### src/rtl/sertx_pkg.sv
package sertx_pkg;

  typedef enum logic [1:0] {
    TXM_SERIAL  = 2'b00,
    TXM_SINGLE  = 2'b01,
    TXM_DOUBLE  = 2'b10,
    TXM_SERIAL2 = 2'b11
  } tx_mode_e;

  localparam int FACTOR_MIN = 3;

  // Effective bits per word for a requested factor and word width.
  function automatic int eff_factor(input int req, input int width);
    if (req < FACTOR_MIN) return FACTOR_MIN;
    if (req > width) return width;
    return req;
  endfunction

  // Nonzero when bit position pos lies among the top j of width bits.
  function automatic logic keep_bit(input int pos, input int j, input int width);
    return (pos >= width - j);
  endfunction

endpackage

### src/rtl/sertx_load_reg.sv
module sertx_load_reg #(
  parameter int W = 10
) (
  input  logic         clk,
  input  logic         rst_n,
  input  logic         capture,
  input  logic [W-1:0] din,
  output logic [W-1:0] word
);
  always_ff @(posedge clk or negedge rst_n) begin
    if (!rst_n) word <= '0;
    else if (capture) word <= din;
  end
endmodule

### src/rtl/sertx_shift_eng.sv
module sertx_shift_eng
  import sertx_pkg::*;
#(
  parameter int W  = 10,
  parameter int CW = $clog2(W + 1)
) (
  input  logic          clk,
  input  logic          rst_n,
  input  logic          load_en,
  input  logic [W-1:0]  word,
  input  logic [CW-1:0] factor,
  output logic          ser_bit,
  output logic [CW-1:0] pending,
  output logic          drop_evt,
  output logic          err
);
  logic [W-1:0]  sh_q;
  logic [CW-1:0] pend_q;
  logic [W-1:0]  keep_mask;
  int            j_eff;

  always_comb begin
    j_eff = eff_factor(int'(factor), W);
    for (int i = 0; i < W; i++) keep_mask[i] = keep_bit(i, j_eff, W);
  end

  assign drop_evt = load_en && (pend_q != '0);

  always_ff @(posedge clk or negedge rst_n) begin
    if (!rst_n) begin
      sh_q   <= '0;
      pend_q <= '0;
      err    <= 1'b0;
    end else if (load_en) begin
      sh_q   <= word & keep_mask;
      pend_q <= CW'(j_eff - 1);
      err    <= drop_evt;
    end else begin
      sh_q   <= {sh_q[W-2:0], 1'b0};
      if (pend_q != '0) pend_q <= pend_q - 1'b1;
      err    <= 1'b0;
    end
  end

  assign ser_bit = sh_q[W-1];
  assign pending = pend_q;
endmodule

### src/rtl/sertx_out_mux.sv
module sertx_out_mux
  import sertx_pkg::*;
#(
  parameter int W = 10
) (
  input  logic [1:0]   mode,
  input  logic         ser_bit,
  input  logic [W-1:0] word,
  output logic [1:0]   tx_bits
);
  always_comb begin
    case (tx_mode_e'(mode))
      TXM_SINGLE: tx_bits = {word[W-1], word[W-1]};
      TXM_DOUBLE: tx_bits = {word[W-1], word[W-2]};
      default:    tx_bits = {ser_bit, ser_bit};
    endcase
  end
endmodule

### src/rtl/sertx_serializer.sv
module sertx_serializer #(
  parameter int W  = 10,
  parameter int CW = $clog2(W + 1)
) (
  input  logic          clk,
  input  logic          rst_n,
  input  logic          core_tick,
  input  logic [W-1:0]  par_data,
  input  logic          load_en,
  input  logic [CW-1:0] factor,
  input  logic [1:0]    mode,
  output logic [1:0]    tx_bits,
  output logic          tx_err
);
  logic [W-1:0]  held_word;
  logic          ser_bit;
  logic [CW-1:0] pend_w;
  logic          drop_evt;

  sertx_load_reg #(.W(W)) u_load (
    .clk(clk), .rst_n(rst_n), .capture(core_tick), .din(par_data), .word(held_word)
  );

  sertx_shift_eng #(.W(W), .CW(CW)) u_shift (
    .clk(clk), .rst_n(rst_n), .load_en(load_en), .word(held_word), .factor(factor),
    .ser_bit(ser_bit), .pending(pend_w), .drop_evt(drop_evt), .err(tx_err)
  );

  sertx_out_mux #(.W(W)) u_mux (
    .mode(mode), .ser_bit(ser_bit), .word(held_word), .tx_bits(tx_bits)
  );
endmodule

### config.mk
export PLATFORM = sky130hd
export DESIGN_NAME = sertx_serializer
export DESIGN_NICKNAME = d
export VERILOG_FILES = /design/src/rtl/sertx_pkg.sv /design/src/rtl/sertx_load_reg.sv /design/src/rtl/sertx_shift_eng.sv /design/src/rtl/sertx_out_mux.sv /design/src/rtl/sertx_serializer.sv
export SDC_FILE = /design/constraint.sdc
export NUM_CORES = 1
export LEC_CHECK = 0
export BUFFER_PORTS_ARGS = -buffer_cell sky130_fd_sc_hd__buf_4
export CAP_MARGIN = 15
export CORE_AREA = 2 2 46 57
export CTS_BUF_LIST = sky130_fd_sc_hd__clkbuf_4
export CTS_CLUSTER_SIZE = 24
export DETAILED_ROUTE_END_ITERATION = 7
export DIE_AREA = 0 0 48 59
export PLACE_DENSITY = 0.86
export SKIP_CTS_REPAIR_TIMING = 1
export SYNTH_ARGS = -nofsm -noshare
export SYNTH_HDL_FRONTEND = slang
export SYNTH_SLANG_ARGS = --single-unit
### constraint.sdc
create_clock -name clk -period 4.6 [get_ports clk]
set_input_delay 0.69 -clock clk [delete_from_list [all_inputs] [get_ports clk]]
set_output_delay 0.69 -clock clk [all_outputs]
set_load 0.01 [all_outputs]
==> qor.txt <==
Dpl hpwl: 1890 um
Number of global-route vias before repair: 974
Post-route setup TNS: 0 ns
Clock-pin transition on the worst setup and hold timing paths: 0.13 ns
Initial antenna violation count: 0
Worst skew pair latency: 0.31 ns
Die ar.: 0.002832 mm^2
M1 WL: 951 um
FP Rows: 19
Clock Sinks: 25
Post-synthesis register bit count: 25
Critical path class: primary input to register
Syn_nets: 160
WL final: 2460 um
PwrDens: 306.6 mW/mm^2
Max-cap viol count: 0
Tcrit/Tclk final: 48.70%
Fmax: 0.4464 GHz
Commonest non-fill, non-tap cell in the layout: dfrtp_1
Critical path startpoint category: primary input
Die W: 48 um
Setup repair after global routing missed its margin: no
Hold Violations, Final: 0
Vias: 1000
Largest net degree at the start of global routing: 27
Mapped Cells: 131
Leakage: 0.7225 nW
ANT nets after route: 0
Worst-Margin Slew: 0.4993 ns
Fin nets: 179
Placer congestion estimate: 0.8506
# fillers: 176
Clock root cell: clkbuf_4
Initial core utilization: 59.61%
Die height: 59 um
Syn Area/Cell: 10.28 um^2
DRC: 0
Synth top area share: 46.47%
Status: complete, no violations
Final instance area: 0.001544 mm^2
Syn Std Cell Area: 0.001346 mm^2
Most frequent cells in the layout: dfrtp_1 (25), buf_4 (22), inv_1 (16)
First-pass DRT Iterations: 4
Yosys cell types: 32
CORE AREA: 0.002258 mm^2
# setup viols final: 0
CP Data Required Time: 4.81 ns
Slew Limit Headroom: 66.64%
Share of cells above drive strength 1: 26.85%
HP Class: primary input to async pin
Total CTS buffers: 3
Max-slew violations: 0
# IOs: 23
Global-route wire length before repair: 4043 um
Routed wl met3: 84 um
Grt total ovfl: 0
CP endpoint kind: register
Worst Skew: 0.0004585 ns
Clk buf depth: 2
Final min period: 2.240 ns
Total GRT Usage: 19.90%
Maximum VDD drop: 0.0002579 V
Uppermost routed layer: met4
IO buf count: 22
Yosys warns: 0
Placed instance area: 0.001516 mm^2
Routed wl met2: 1379 um
Seq/Total Area, Yosys: 46.47%
Iteration-0 DRC count of the detailed router: 9
Vias per cell: 5.556
Worst Path Max Fanout: 10
TritonCTS clock tree: done
Leading area contributor after synthesis: dfrtp_1
Diode count: 0
Layout area overhead: 14.68%
Crit path DAT: 2.45 ns
Avg WL per Cell: 13.67 um
Top post-synthesis cells by area: dfrtp_1 (46%), mux2_2 (9.2%), ha_1 (8.4%)
CTS H-Tree Depth: 1
==> synthesized netlist by cell type <==
library cell and number:
dfrtp_1 25, inv_1 16, mux2_2 11, ha_1 9, o21ai_0 9, a21oi_1 7
nand2_1 7, nor2_1 6, clkbuf_1 5, a211oi_1 3, a31oi_1 3, buf_2 3
o22ai_1 3, mux2i_1 2, o211ai_1 2, o21ai_1 2, o311ai_1 2, xnor2_1 2
a22oi_1 1, nand2b_1 1, nand3_1 1, nand3b_1 1, nor2b_1 1, nor2b_4 1
nor3_1 1, nor3b_1 1, nor4b_2 1, o21bai_1 1, o311ai_0 1, or3_1 1
xnor2_2 1, xor2_1 1
==> area by class of cell <==
cell class | count | area (um^2) | area share [%]
Inverter | 16 | 60.06 | 3.890
Multi-Input combinational cell | 82 | 626.9 | 40.60
Tap cell | 31 | 38.79 | 2.512
Sequential cell | 25 | 625.6 | 40.52
Clock inverter | 1 | 5.005 | 0.3241
Clock buffer | 3 | 22.52 | 1.459
Timing Repair Buffer | 22 | 165.2 | 10.70
==> flip-flops by register name, summed over array words and instances, names as in the netlist <==
name,cells
u_load.word,10
u_shift.sh_q,10
u_shift.pending,4
u_shift.err,1
==> worst paths after layout <==
kind	from	end	slack, ns	cells after the start
max	factor[3]	u_shift.sh_q[9]$_DFF_PN0_	2.36	9
min	rst_n	u_shift.sh_q[6]$_DFF_PN0_	0.25	1
max reg2reg	u_shift.pending[0]$_DFFE_PN0P_	u_shift.pending[1]$_DFFE_PN0P_	2.97	6
min reg2reg	u_shift.sh_q[6]$_DFF_PN0_	u_shift.sh_q[7]$_DFF_PN0_	0.51	1
max in group asynchronous	rst_n	u_shift.sh_q[4]$_DFF_PN0_	4.12	1
min in group clk	u_shift.sh_q[6]$_DFF_PN0_	u_shift.sh_q[7]$_DFF_PN0_	0.51	1
==> stage by stage <==
step	power, mW	utilization [%]	std cells	hold slack, ns	setup WS [ns]
floorplan	0.3405	-	131	0.3944	2.199
global placement	0.3738	67.15	176	0.4620	2.206
detailed placement	0.3824	67.15	176	0.4826	2.022
CTS	0.4775	68.37	180	0.2511	2.371
global route	0.5033	68.37	180	0.2599	2.291
finish	0.4735	68.37	180	0.2466	2.360
==> cell families (layout without fill, tap and decap cells) <==
| kind of cell | after synthesis | in the layout | synth area share (%) |
|---|---|---|---|
| simple gates | 22 | 22 | 9.015 |
| fa+ha+maj | 9 | 9 | 8.364 |
| buf+inv | 24 | 42 | 6.970 |
| mux | 13 | 13 | 10.69 |
| xor+xnor | 4 | 4 | 3.161 |
| compound gates | 34 | 34 | 15.33 |
| flops | 25 | 25 | 46.47 |
==> critical path, cell delays in order <==
cell and delay [ns]:
buf_4 0.15, o21ai_0 0.10, a21oi_1 0.32, inv_1 0.14, ha_1 0.31, nor4b_2 0.36
a211oi_1 0.09, o211ai_1 0.18, o21ai_0 0.10
==> metal layers <==
layer	up-vias	track usage, %
li1	489	-
met1	478	22.58
met2	26	36.76
met3	7	1.829
met4	0	6.950
met5	-	0
==> power by group <==
group          internal [mW]  switching [mW]
clock                 0.0326          0.0633
combinational         0.0566          0.0603
sequential             0.246          0.0145
(Power assumes the default switching activity.)
